--- config.mk ---
export PLATFORM = sky130hd
export DESIGN_NAME = scan_seq_top
export DESIGN_NICKNAME = d
export VERILOG_FILES = /design/src/rtl/scan_pkg.sv /design/src/rtl/scan_ctrl.sv /design/src/rtl/scan_datapath.sv /design/src/rtl/scan_seq_top.sv
export SDC_FILE = /design/constraint.sdc
export NUM_CORES = 1
export LEC_CHECK = 0
export BUFFER_PORTS_ARGS = -buffer_cell sky130_fd_sc_hd__buf_4
export CAP_MARGIN = 20
export CORE_MARGIN = 10
export CORE_UTILIZATION = 40
export CTS_CLUSTER_DIAMETER = 80
export DETAILED_ROUTE_END_ITERATION = 7
export HOLD_SLACK_MARGIN = 0.06
export PLACE_DENSITY_LB_ADDON = 0.2
export SLEW_MARGIN = 20
export SYNTH_ARGS = -nofsm -noshare
export SYNTH_HDL_FRONTEND = slang
export SYNTH_HIERARCHICAL = 1
export SYNTH_SLANG_ARGS = --single-unit
--- constraint.sdc ---
create_clock -name clk -period 5.99 [get_ports clk]
set_input_delay 1.198 -clock clk [delete_from_list [all_inputs] [get_ports clk]]
set_output_delay 1.198 -clock clk [all_outputs]
set_load 0.01 [all_outputs]
--- src/rtl/scan_pkg.sv ---
package scan_pkg;
  // strobes issued by the control unit to the datapath for one cycle
  typedef struct packed {
    logic load0;     // acquisition start: select slot 0
    logic advance;   // convert strobe during acquisition
    logic wrEntry;   // accepted slot write
    logic wrLength;  // accepted length write
    logic errSet;    // refused slot write
    logic errClr;    // accepted slot write clears the error
  } seqStrobe_t;
endpackage

--- src/rtl/scan_ctrl.sv ---
module scan_ctrl
  import scan_pkg::*;
#(
  parameter int DEPTH = 16,
  parameter int CH_W = 4,
  parameter int DIFF_CHANS = 8,
  parameter int LEN_W = $clog2(DEPTH + 1)
) (
  input  logic             clk,
  input  logic             rstN,
  input  logic             acqActive,
  input  logic             convStrobe,
  input  logic             diffMode,
  input  logic             wrEn,
  input  logic             wrIsLen,
  input  logic [CH_W-1:0]  wrChan,
  input  logic [LEN_W-1:0] wrLen,
  output seqStrobe_t       strb
);
  localparam logic [CH_W-1:0]  DIFF_LIMIT = CH_W'(DIFF_CHANS - 1);
  localparam logic [LEN_W-1:0] LEN_MAX    = LEN_W'(DEPTH);

  typedef enum logic {ST_IDLE, ST_SCAN} state_t;
  state_t state;

  logic wrOk, lenOk, chanBad;

  always_ff @(posedge clk) begin
    if (!rstN) state <= ST_IDLE;
    else       state <= acqActive ? ST_SCAN : ST_IDLE;
  end

  always_comb begin
    wrOk    = wrEn && !acqActive;
    lenOk   = (wrLen != '0) && (wrLen <= LEN_MAX);
    chanBad = diffMode && (wrChan > DIFF_LIMIT);
    strb.load0    = acqActive && (state == ST_IDLE);
    strb.advance  = acqActive && (state == ST_SCAN) && convStrobe;
    strb.wrEntry  = wrOk && !wrIsLen && !chanBad;
    strb.errSet   = wrOk && !wrIsLen && chanBad;
    strb.errClr   = wrOk && !wrIsLen && !chanBad;
    strb.wrLength = wrOk && wrIsLen && lenOk;
  end

  AST_LOAD_ONCE: assert property (@(posedge clk) disable iff (!rstN)
    strb.load0 |=> !strb.load0);
  AST_NO_ADV_AT_START: assert property (@(posedge clk) disable iff (!rstN)
    strb.load0 |-> !strb.advance);
endmodule

--- src/rtl/scan_datapath.sv ---
module scan_datapath
  import scan_pkg::*;
#(
  parameter int DEPTH = 16,
  parameter int CH_W = 4,
  parameter int GAIN_W = 2,
  parameter int IDX_W = $clog2(DEPTH),
  parameter int LEN_W = $clog2(DEPTH + 1)
) (
  input  logic              clk,
  input  logic              rstN,
  input  seqStrobe_t        ctl,
  input  logic [IDX_W-1:0]  wrAddr,
  input  logic [CH_W-1:0]   wrChan,
  input  logic [GAIN_W-1:0] wrGain,
  input  logic [LEN_W-1:0]  wrLen,
  output logic [CH_W-1:0]   chanSel,
  output logic [GAIN_W-1:0] gainSel,
  output logic [IDX_W-1:0]  entryIdx,
  output logic              cfgErr
);
  logic [CH_W-1:0]   chanQ [DEPTH];
  logic [GAIN_W-1:0] gainQ [DEPTH];
  logic [LEN_W-1:0]  lenReg;
  logic [IDX_W-1:0]  ptr, lastIdx, nextIdx;

  // one register slot per queue entry
  for (genvar e = 0; e < DEPTH; e++) begin : g_slot
    always_ff @(posedge clk) begin
      if (!rstN) begin
        chanQ[e] <= '0;
        gainQ[e] <= '0;
      end else if (ctl.wrEntry && (wrAddr == IDX_W'(e))) begin
        chanQ[e] <= wrChan;
        gainQ[e] <= wrGain;
      end
    end
  end

  always_comb begin
    lastIdx = IDX_W'(lenReg - LEN_W'(1));
    nextIdx = (ptr == lastIdx) ? '0 : ptr + IDX_W'(1);
  end

  always_ff @(posedge clk) begin
    if (!rstN) begin
      lenReg  <= LEN_W'(1);
      ptr     <= '0;
      chanSel <= '0;
      gainSel <= '0;
      cfgErr  <= 1'b0;
    end else begin
      if (ctl.wrLength) lenReg <= wrLen;
      if (ctl.load0) begin
        ptr     <= '0;
        chanSel <= chanQ[0];
        gainSel <= gainQ[0];
      end else if (ctl.advance) begin
        ptr     <= nextIdx;
        chanSel <= chanQ[nextIdx];
        gainSel <= gainQ[nextIdx];
      end
      if (ctl.errSet)      cfgErr <= 1'b1;
      else if (ctl.errClr) cfgErr <= 1'b0;
    end
  end

  assign entryIdx = ptr;

  AST_START_AT_ZERO: assert property (@(posedge clk) disable iff (!rstN)
    ctl.load0 |=> entryIdx == '0);
  AST_IDX_IN_LENGTH: assert property (@(posedge clk) disable iff (!rstN)
    ctl.advance |=> entryIdx <= lastIdx);
  AST_WRAP_TO_ZERO: assert property (@(posedge clk) disable iff (!rstN)
    (ctl.advance && entryIdx == lastIdx) |=> entryIdx == '0);
  AST_IDLE_HOLD: assert property (@(posedge clk) disable iff (!rstN)
    (!ctl.load0 && !ctl.advance) |=> ($stable(chanSel) && $stable(entryIdx)));
  AST_NO_WRITE_IN_SCAN: assert property (@(posedge clk) disable iff (!rstN)
    ctl.advance |-> (!ctl.wrEntry && !ctl.wrLength));
  AST_ERR_RAISED: assert property (@(posedge clk) disable iff (!rstN)
    ctl.errSet |=> cfgErr);
endmodule

--- src/rtl/scan_seq_top.sv ---
module scan_seq_top
  import scan_pkg::*;
#(
  parameter int DEPTH = 16,
  parameter int CH_W = 4,
  parameter int GAIN_W = 2,
  parameter int DIFF_CHANS = 8,
  localparam int IDX_W = $clog2(DEPTH),
  localparam int LEN_W = $clog2(DEPTH + 1)
) (
  input  logic              clk,
  input  logic              rstN,
  input  logic              acqActive,
  input  logic              convStrobe,
  input  logic              diffMode,
  input  logic              wrEn,
  input  logic              wrIsLen,
  input  logic [IDX_W-1:0]  wrAddr,
  input  logic [CH_W-1:0]   wrChan,
  input  logic [GAIN_W-1:0] wrGain,
  input  logic [LEN_W-1:0]  wrLen,
  output logic [CH_W-1:0]   chanSel,
  output logic [GAIN_W-1:0] gainSel,
  output logic [IDX_W-1:0]  entryIdx,
  output logic              cfgErr
);
  seqStrobe_t strb;

  scan_ctrl #(.DEPTH(DEPTH), .CH_W(CH_W), .DIFF_CHANS(DIFF_CHANS), .LEN_W(LEN_W)) u_ctrl (
    .clk(clk), .rstN(rstN), .acqActive(acqActive), .convStrobe(convStrobe),
    .diffMode(diffMode), .wrEn(wrEn), .wrIsLen(wrIsLen), .wrChan(wrChan),
    .wrLen(wrLen), .strb(strb)
  );

  scan_datapath #(.DEPTH(DEPTH), .CH_W(CH_W), .GAIN_W(GAIN_W), .IDX_W(IDX_W), .LEN_W(LEN_W)) u_dp (
    .clk(clk), .rstN(rstN), .ctl(strb), .wrAddr(wrAddr), .wrChan(wrChan),
    .wrGain(wrGain), .wrLen(wrLen), .chanSel(chanSel), .gainSel(gainSel),
    .entryIdx(entryIdx), .cfgErr(cfgErr)
  );
endmodule

Yosys cells after proc, flatten, opt, wreduce, memory -nomap -nowiden
Memory sizes are Yosys's and may differ from the RTL's. Index checks and enable logic that the tools add are counted.

Flip-flop bits (word level): 16. Memory bits (writable): 96. Output and inout port bits: 11. Memories: 2.

$add $sub $neg: 2. $lt $le $gt $ge: 2. Equal/unequal tests: 16. Muxes and demuxes: 89. Bitwise operators: 34. Reduce and logical (&&, ||, !) cells: 35.

Memory list: u_dp.chanQ (depth 16, width 4, read ports 2, clocked after Yosys merged registers in 0, wr ports 16, RTL line scan_datapath.sv:22) `logic [CH_W-1:0] chanQ [DEPTH];`; u_dp.gainQ (depth 16, width 2, read ports 2, clocked after Yosys merged registers in 0, wr ports 16, RTL line scan_datapath.sv:23) `logic [GAIN_W-1:0] gainQ [DEPTH];`.

Operators by type and width (count): $mux W4 (19); $mux W1 (52); $mux W2 (18); $eq A4 B4 Y1 const B (8); $or A1 B1 Y1 (32); $logic_and A1 B1 Y1 (27); $eq A4 B3 Y1 const B (4); $eq A4 B2 Y1 const B (2); $le A5 B5 Y1 const B (1); $reduce_bool A5 Y1 (1); $add A4 B1 Y4 const B (1); $eq A4 B1 Y1 const B (1); $eq A4 B4 Y1 (1); $gt A4 B3 Y1 const B (1); $logic_not A4 Y1 (1); $reduce_bool A2 Y1 (2); $sub A4 B1 Y4 const B (1); $logic_not A1 Y1 (3); $not A1 Y1 (2); $reduce_or A2 Y1 (1).

Logic depth before layout (Yosys ltp)
Gate-level depths: netlist (run 1).

Depth after elaboration: 9. Mapped depth: 9.

Modules after synthesis
Netlist (run 1), hierarchy kept.

Modules (own cells, without submodules): scan_datapath (instances 1, cells each 420, area an instance 5406.4 sq um); scan_ctrl (instances 1, cells each 13, area an instance 120.1 sq um).

Worst setup path before layout (run 1)
Ideal clock, no wire load.

Path type: input to register. Start: input port acqActive. End: memory u_dp.chanQ[0][0] (enable). Setup time: 0.377 ns. Data arrival time: 2.821 ns. Required time: 5.613 ns. Slack: 2.792 ns. Stages on the path: 6. Cell sequence: nand2b_1 > nor3b_1 > buf_4 > or3b_2 > clkbuf_1 > o21ai_0.

RTL lines: start, declared (RTL line scan_seq_top.sv:13) `input logic acqActive,`; end, declared (RTL line scan_datapath.sv:22).

==> impl_metrics.yaml, run 1 <==
clock_network:
  clk_latency_ps: 340
  cts.reportedPaths.clkPinSlew_ps: 70
  cts_tree: "done"
  clock_path_buffers: 2
  postCtsResizedCells: 0
  postCtsHoldBufs: 0
  cts_htree_levels: 3
  post-cts-setup-buffers: 0
  cts_sinks: 112
  cts_inserted_buffers: 9
  cts_root_buffer: "clkbuf_16"
die:
  fp-row-count: 42
  die_h_um: 138
  die_w_um: 138
  start_util_pct: 41.2
  io_pins: 33
  dieArea_um2: 18900
  core_um2: 13400
layout:
  final_layout_size_suffix_gt1_share_pct: 15.3
  final_cells: 633
  seq_area_um2: 3200
  areaGrowthSynthToFinish_pct: 11.5
  multi_input_comb_area_um2: 2170
  final_nets: 476
  layout_commonest_cell: "and2_1"
  utilization_pct: 46.0
  fin_area_um2: 6160
  num_antenna_cells: 0
  final_cell_mix: "and2_1, edfxtp_1, buf_4, o21ai_0, nor2_1"
  fillers: 1194
global_routing:
  grt.overflow.total: 0
  antenna_found_initial: 0
  grt_pass1_vias: 3404
  grt_max_degree: 36
  grt_pass1_wl_um: 19800
  grt_util_all_layers_pct: 14.0
route:
  vias: 3466
  routed_wl_um: 12900
  dr.pass1.iters: 6
  post-route-drc-count: 0
  postRouteAntennaNets: 0
  drtIter0Drc: 339
  avgRoutedWirePerCell_um: 20.4
  avgViaCountPerCell: 5.48
timing:
  max_slew.worst_pin.slew_ps: 925
  rsz0062_at_grt: "false"
  finalSetupTns_ps: 0
  slew_headroom_pct: 38.3
  skew_ps: 8.23
  setup_violations: 0
  finalHoldViolCount: 0
  slew_viol_final: 0
  setup_slack_ps: 2550
  fin_crit_ps: 3440
  period_share_pct: 57.5
  fmax_mhz: 290
  hold_ws_ps: 542
yosys:
  netlist.area_leader.share_pct: 52.2
  avgSynthCellArea_um2: 12.8
  ys_seq_area_share_pct: 58.0
  ys_ff_latch: 112
  synth_cell_type_count: 46
  ys_warn_count: 6
  syn_nets: 457
  synth_edf_count: 96
  syn_area_um2: 5530
  synth_area_leader_cell: "edfxtp_1"
  async_flop_share_pct: 0
  synthCells: 433
  ys.flop_type: "edfxtp_1"
  synthTopCellsByArea: "edfxtp_1, and2_1, mux4_2, dfxtp_1, o21ai_0"
critical_path:
  start_kind: "input port"
  worst-path-max-fanout: 17
  slowest_delay_ps: 720
  critical_path_class: "in -> reg"
  worstPathArrival_ps: 3420
  cp-end-kind: "flop"
  required_ps: 5960
  worstPathCellList: "buf_4 > nand2_1 > nor3b_1 > or3b_2 > o21ai_0"
  cp_num_buf_inv: 1
  cpMaxStageDelayCell: "o21ai_0"
  critPathTopFamily: "simple AND/OR/NAND/NOR gates"
power_and_ir_drop:
  p_leak_nw: 2.10
  powerDensity_nw_per_um2: 262
  finalPower_mw: 1.62
  peakVddDrop_mv: 0.130
place:
  numPortBuffers: 32
  gp_congestion: 0.798
  dpl_cell_area_um2: 5860
  pre_cts_ws_ps: 2250
  dp_hpwl_um: 9040
  placed_cells: 617
job:
  maxCapViolCount: 0
min_path:
  holdCritPathClass: "reg -> reg"
outcome:
  status: "complete, no violations"
-- worst reg2reg max path: cells and delay by family (launching register included) --
family / cells / cell delay, ps
xor gates and xnor gates: 1 / 750
muxes: 1 / 490
AOI/OAI and AO/OA: 3 / 490
buffers and inverters: 1 / 430
adders and majority gates: 1 / 420
DFF: 1 / 310
and+or+nand+nor: 1 / 230
-- power by group --
group          switching (mW)  internal [mW]  total [mW]  leakage, nW
clock                   0.264          0.332       0.596        0.148
combinational          0.0719         0.0460       0.118        0.909
sequential             0.0185          0.884       0.903         1.04
total                   0.355           1.26        1.62         2.10
-- path summary, 6_finish.rpt --
kind | start | endpoint | slack, ps | cells after the start
hold reg to reg | u_dp/chanSel[0] | u_dp/chanSel[0] | 540 | 2
setup reg to reg | u_dp/entryIdx[0] | u_dp/chanSel[0] | 2750 | 8
setup / recovery | wrChan[3] | u_dp/chanQ[12][0] | 2550 | 5
hold / removal | u_dp/chanSel[0] | u_dp/chanSel[0] | 540 | 2
-- flip-flops by register name, indices dropped and copies added (netlist names) --
signal and cells:
u_dp/gainSel 2, u_dp/gainQ 32, u_dp/entryIdx 4, u_dp/chanSel 4, u_dp/lenReg 4, u_dp/chanQ 64
u_ctrl/state 1, u_dp/cfgErr 1
-- logic make-up (layout without fill, tap and decap cells) --
group | Yosys count | after routing | synth area share (%)
adders and majority gates | 2 | 2 | 0.453
AOI/OAI and AO/OA | 76 | 76 | 8.42
muxes | 30 | 30 | 9.64
and+or+nand+nor | 175 | 175 | 18.8
DFF | 112 | 112 | 58.0
buffers and inverters | 30 | 54 | 2.85
xor gates and xnor gates | 8 | 8 | 1.88
-- area by class of cell --
| cell class | instances | area share (%) |
|---|---|---|
| tap | 176 | 3.58 |
| clock inverter | 3 | 0.366 |
| inverter | 5 | 0.305 |
| clock buffer | 13 | 4.57 |
| sequential | 112 | 52.0 |
| multi-input combinational | 291 | 35.2 |
| timing repair buffer | 33 | 4.02 |
-- cell usage after synthesis (all sizes together) (8+ instances only) --
cell type,number
o21ai,33
nor2,28
mux4,18
a31oi,10
and2,98
clkbuf,14
buf,11
dfxtp,16
mux2i,12
nand2,8
edfxtp,96
a21oi,12
-- metal layers --
| metal | track usage (%) | routed length [µm] | vias to the layer above |
|---|---|---|---|
| met2 | 22.8 | 6090 | 108 |
| li1 | - | - | 1627 |
| met3 | 3.71 | 949 | 11 |
| met1 | 18.0 | 5760 | 1720 |
| met5 | 0 | 0 | - |
| met4 | 4.10 | 144 | 0 |
Note: power is estimated with default switching activity, not from simulation.
==> inputs of run 2 (changes only) <==
- ABC_AREA: default -> 1
- clock period: 5.99 -> 3.1 ns (I/O delays scaled with it)
==> run 2 against run 1 <==
First-iteration DRC count increased by 19%. Clock power increased by 85%. Critical path depth increased by 4. Largest cell class unchanged. Final cell count increased by 37%. Via count increased by 31%. Core utilization decreased by 0.25 points. Sequential share of layout area decreased by 1.7 points.
==> impl_metrics.yaml, run 2 <==
outcome:
  status: "complete, no violations"
yosys:
  ys_ff_latch: 112
  ys.flop_type: "edfxtp_1"
  ys_seq_area_share_pct: 56.0
  synth_edf_count: 96
  synth_area_leader_cell: "edfxtp_1"
  syn_nets: 685
  synthCells: 661
  netlist_top_cells_count: "nor2_1, nand3_1, edfxtp_1, nand2_1, inv_1"
  netlist.area_leader.share_pct: 50.4
  async_flop_share_pct: 0
  synth_cell_type_count: 29
  syn_area_um2: 5720
  avgSynthCellArea_um2: 8.66
  yosys.cell_count.top_type: "nor2_1"
  synthTopCellsByArea: "edfxtp_1, nand3_1, nor2_1, dfxtp_1, nand2_1"
  ys_warn_count: 6
clock_network:
  postCtsResizedCells: 0
  cts_tree: "done"
  clock_path_buffers: 2
  cts.reportedPaths.clkPinSlew_ps: 70
  cts_sinks: 112
  cts_htree_levels: 3
  clk_latency_ps: 350
  cts_root_buffer: "clkbuf_16"
  cts_inserted_buffers: 9
  postCtsHoldBufs: 0
  post-cts-setup-buffers: 0
timing:
  finalHoldViolCount: 0
  slew_headroom_pct: 47.0
  period_share_pct: 84.7
  finalSetupTns_ps: 0
  skew_ps: 6.99
  fmax_mhz: 381
  max_slew.worst_pin.slew_ps: 794
  setup_slack_ps: 474
  setup_violations: 0
  hold_ws_ps: 467
  fin_crit_ps: 2630
  rsz0062_at_grt: "false"
  slew_viol_final: 0
critical_path:
  cp_num_buf_inv: 5
  start_kind: "input port"
  slowest_delay_ps: 570
  worst-path-max-fanout: 6
  cpMaxStageDelayCell: "a21oi_1"
  required_ps: 3160
  worstPathCellList: "buf_4 > inv_1 > nand3_1 > a21oi_1 > inv_1 > nor2_1 > inv_1 > o21ai_0 > buf_4"
  critical_path_class: "in -> reg"
  cp-end-kind: "flop"
  cpMostUsedCell: "inv_1"
  worstPathArrival_ps: 2690
  critPathTopFamily: "compound AO/OA/AOI/OAI gates"
power_and_ir_drop:
  peakVddDrop_mv: 0.248
  p_leak_nw: 2.74
  powerDensity_nw_per_um2: 518
route:
  post-route-drc-count: 0
  avgViaCountPerCell: 5.24
  routed_wl_um: 15800
  avgRoutedWirePerCell_um: 18.2
  dr.pass1.iters: 5
  vias: 4548
  postRouteAntennaNets: 0
  drtIter0Drc: 403
die:
  die_w_um: 140
  fp-row-count: 43
  start_util_pct: 41.1
  io_pins: 33
  dieArea_um2: 19500
  core_um2: 13900
  die_h_um: 140
layout:
  regMostFlops: "u_dp/chanQ"
  final_nets: 707
  final_cell_mix: "nor2_1, nand3_1, edfxtp_1"
  reg.largest.list: "u_dp/chanQ (64), u_dp/gainQ (32)"
  num_antenna_cells: 0
  final_layout_size_suffix_gt1_share_pct: 12.9
  layout_commonest_cell: "nor2_1"
  fin_area_um2: 6370
  areaGrowthSynthToFinish_pct: 11.3
  largest_register_ffs: 64
global_routing:
  grt_util_all_layers_pct: 16.4
  grt_pass1_wl_um: 25200
  grt.overflow.total: 0
  grt_pass1_vias: 4601
  antenna_found_initial: 0
  grt_max_degree: 62
min_path:
  holdCritPathClass: "reg -> reg"
place:
  pre_cts_ws_ps: 179
  dpl_cell_area_um2: 6100
  gp_congestion: 0.895
  dp_hpwl_um: 11000
  numPortBuffers: 32
job:
  maxCapViolCount: 0
==> run 2: per-layer routing <==
metal  GRT usage (%)  vias to the layer above  wire length (µm)
met5               0                        -                 0
met4            5.33                        0               280
met3            3.88                       20              1020
met2            26.8                      134              7340
met1            20.8                     2173              7120
li1                -                     2221                 -
==> run 2: path summary, 6_finish.rpt <==
check / start / to / slack [ps] / cells after the start
worst max-delay path: wrIsLen / u_dp/chanQ[14][0] / 470 / 9
worst min-delay path: u_dp/chanSel[3] / u_dp/chanSel[3] / 470 / 2
worst min register to register: u_dp/chanSel[3] / u_dp/chanSel[3] / 470 / 2
worst max register to register: u_dp/entryIdx[0] / u_dp/chanSel[0] / 630 / 9
==> run 2: power by group <==
| group | switching (mW) | total (mW) | leakage [nW] | internal (mW) |
|---|---|---|---|---|
| clock | 0.507 | 1.10 | 0.138 | 0.595 |
| combinational | 0.313 | 0.453 | 1.56 | 0.140 |
| sequential | 0.0327 | 1.74 | 1.04 | 1.71 |
==> run 2: logic make-up (layout without fill, tap and decap cells) <==
group | after synthesis | count (layout) | share of synthesized area (%)
AO/OA/AOI/OAI | 52 | 52 | 4.94
XOR/XNOR | 2 | 2 | 0.306
adder cells (fa/ha/maj) | 2 | 2 | 0.437
buffers and inverters | 119 | 146 | 9.01
flip-flops | 112 | 112 | 56.0
AND/OR/NAND/NOR | 374 | 374 | 29.4
==> run 2: final cells by class <==
| cell class | instances | area [µm²] |
|---|---|---|
| Clock inverter | 1 | 5.00 |
| Tap cell | 180 | 225 |
| Timing Repair Buffer | 45 | 338 |
| Inverter | 85 | 324 |
| Clock buffer | 15 | 269 |
| Multi-Input combinational cell | 430 | 2010 |
| Fill cell | 1388 | 7560 |
| Sequential cell | 112 | 3200 |
==> run 2: worst reg2reg max path: cells and delay by family, from the launching register on <==
kind                   cells  cell delay, ps
buffers and inverters      2             590
DFF                        1             460
AOI/OAI and AO/OA          2             390
and+or+nand+nor            5             920
==> run 2: metrics by stage <==
| stage | std cells | util (%) | power, mW |
|---|---|---|---|
| 5_1_grt | 868 | 45.7 | 3.44 |
| 4_1_cts | 868 | 45.7 | 3.32 |
| 3_3_place_gp | 852 | 43.7 | 2.22 |
| 3_5_place_dp | 852 | 43.7 | 2.23 |
| 6_report | 868 | 45.7 | 3.30 |
| 2_1_floorplan | 661 | - | 2.07 |
==> inputs of run 3 (changes only) <==
- clock period: 3.1 -> 2.35 ns (I/O delays scaled with it)
==> run 3 against run 2 <==
Combinational power is 55% higher. Design area increased by 5.8%. Hold slack lost 150 ps. Final cell count increased by 3.9%. Clock power grew 27%. Largest power group unchanged. Die area did not move. First-iteration DRC count up 38%. Non-clock buffer count rose by 32. Clock skew barely moved.
==> impl_metrics.yaml, run 3 (same netlist as run 2, synthesis figures left out) <==
outcome:
  status: "complete, no violations"
global_routing:
  grt_pass1_wl_um: 24100
  grt.overflow.total: 0
  antenna_found_initial: 0
  grt_max_degree: 36
  grt_pass1_vias: 4423
  grt_util_all_layers_pct: 15.7
clock_network:
  cts_tree: "done"
  cts_root_buffer: "clkbuf_16"
  postCtsHoldBufs: 0
  clk_latency_ps: 360
  cts_sinks: 112
  cts_inserted_buffers: 9
  cts_htree_levels: 3
  cts.reportedPaths.clkPinSlew_ps: 70
  clock_path_buffers: 2
die:
  start_util_pct: 41.1
  io_pins: 33
  core_um2: 13900
  die_w_um: 140
  fp-row-count: 43
  dieArea_um2: 19500
  die_h_um: 140
layout:
  final_cell_mix: "nor2_1, nand3_1, edfxtp_1"
  largest_register_ffs: 64
  layout_commonest_cell: "nor2_1"
  regMostFlops: "u_dp/chanQ"
  fillers: 1358
  final_nets: 741
  areaGrowthSynthToFinish_pct: 17.8
  reg.largest.list: "u_dp/chanQ (64), u_dp/gainQ (32)"
  num_antenna_cells: 0
  final_layout_size_suffix_gt1_share_pct: 17.9
power_and_ir_drop:
  peakVddDrop_mv: 0.293
  finalPower_mw: 4.39
  p_leak_nw: 2.91
  powerDensity_nw_per_um2: 651
critical_path:
  critical_path_class: "reg -> reg"
  worstPathArrival_ps: 2520
  critPathTopFamily: "simple AND/OR/NAND/NOR gates"
  cp-end-kind: "flop"
  worstPathCellList: "ha_1 > xor2_2 > nand2_8 > buf_12 > nor2_1 > nand2_1 > nand3_1 > nand3_2 > nand3_2 > nand2_1 > a21oi_1"
  cp_num_buf_inv: 1
  timing.rr.start: "u_dp/entryIdx[0]"
  start_kind: "flop"
  cpMaxStageDelayCell: "dfxtp_1"
  cp-startpoint: "u_dp/entryIdx[0]"
  required_ps: 2640
  slowest_delay_ps: 550
  worst-path-max-fanout: 7
route:
  routed_wl_um: 15700
  post-route-drc-count: 0
  postRouteAntennaNets: 0
  dr.pass1.iters: 5
  drtIter0Drc: 557
  vias: 4820
  avgRoutedWirePerCell_um: 17.4
  avgViaCountPerCell: 5.34
timing:
  setup_slack_ps: 122
  skew_ps: 6.54
  slew_viol_final: 0
  period_share_pct: 94.8
  finalHoldViolCount: 0
  fin_crit_ps: 2230
  setup_violations: 0
  slew_headroom_pct: 71.2
  max_slew.worst_pin.slew_ps: 432
  fmax_mhz: 449
min_path:
  holdCritPathClass: "in -> reg"
  min_from: "acqActive"
place:
  dp_hpwl_um: 10800
  gp_congestion: 0.926
  pre_cts_ws_ps: 45.0
  numPortBuffers: 32
job:
  maxCapViolCount: 0
run 3: worst register-to-register path: stages (launching register included):
cell and delay, ps:
dfxtp_1 550, ha_1 260, xor2_2 380, nand2_8 130
buf_12 160, nor2_1 80, nand2_1 90, nand3_1 130
nand3_2 120, nand3_2 110, nand2_1 60, a21oi_1 110
run 3: layout make-up:
class	instances	area (µm²)	share of cell area, %
sequential	112	3200	47.5
multi-input combinational	432	2090	31.1
timing repair buffer	77	632	9.37
inverter	85	330	4.90
clock buffer	11	233	3.45
tap	180	225	3.34
clock inverter	5	23.8	0.353
run 3: metal layers:
metal,wire [µm],vias to the layer above,global-route usage (%)
li1,-,2294,-
met2,6940,208,23.2
met3,1100,37,2.79
met1,7160,2281,21.8
met5,0,-,0
met4,479,0,7.01
run 3: power breakdown:
group	total (mW)	leakage, nW	switching (mW)	internal [mW]
Sequential	2.29	1.04	0.0376	2.25
Clock	1.40	0.130	0.686	0.709
Combinational	0.700	1.74	0.441	0.259
Total	4.39	2.91	1.16	3.22
run 3: worst paths after layout:
| path | end | slack, ps | cells past startpoint |
|---|---|---|---|
| worst min-delay path | u_ctrl/state | 320 | 3 |
| worst max register to register | u_dp/chanSel[3] | 120 | 11 |
| worst max-delay path | u_dp/chanSel[3] | 120 | 11 |
| worst min register to register | u_dp/chanSel[3] | 470 | 2 |
run 3: stage by stage:
step                      TNS, ps  utilization [%]  cell area [µm²]  cells  hold WS, ps
after floorplan                 0                -             5720    661          448
after global placement          0             45.3             6320    880          457
after detailed placement        0             45.3             6320    880          464
after CTS                       0             47.2             6580    896          314
after global routing        -21.9             48.4             6740    902          336
final                           0             48.4             6740    902          316
run 3: repair_timing:
item,in CTS,in global routing
setup endpoints to repair,0,6
buffers inserted,0,4
resized for setup,0,18
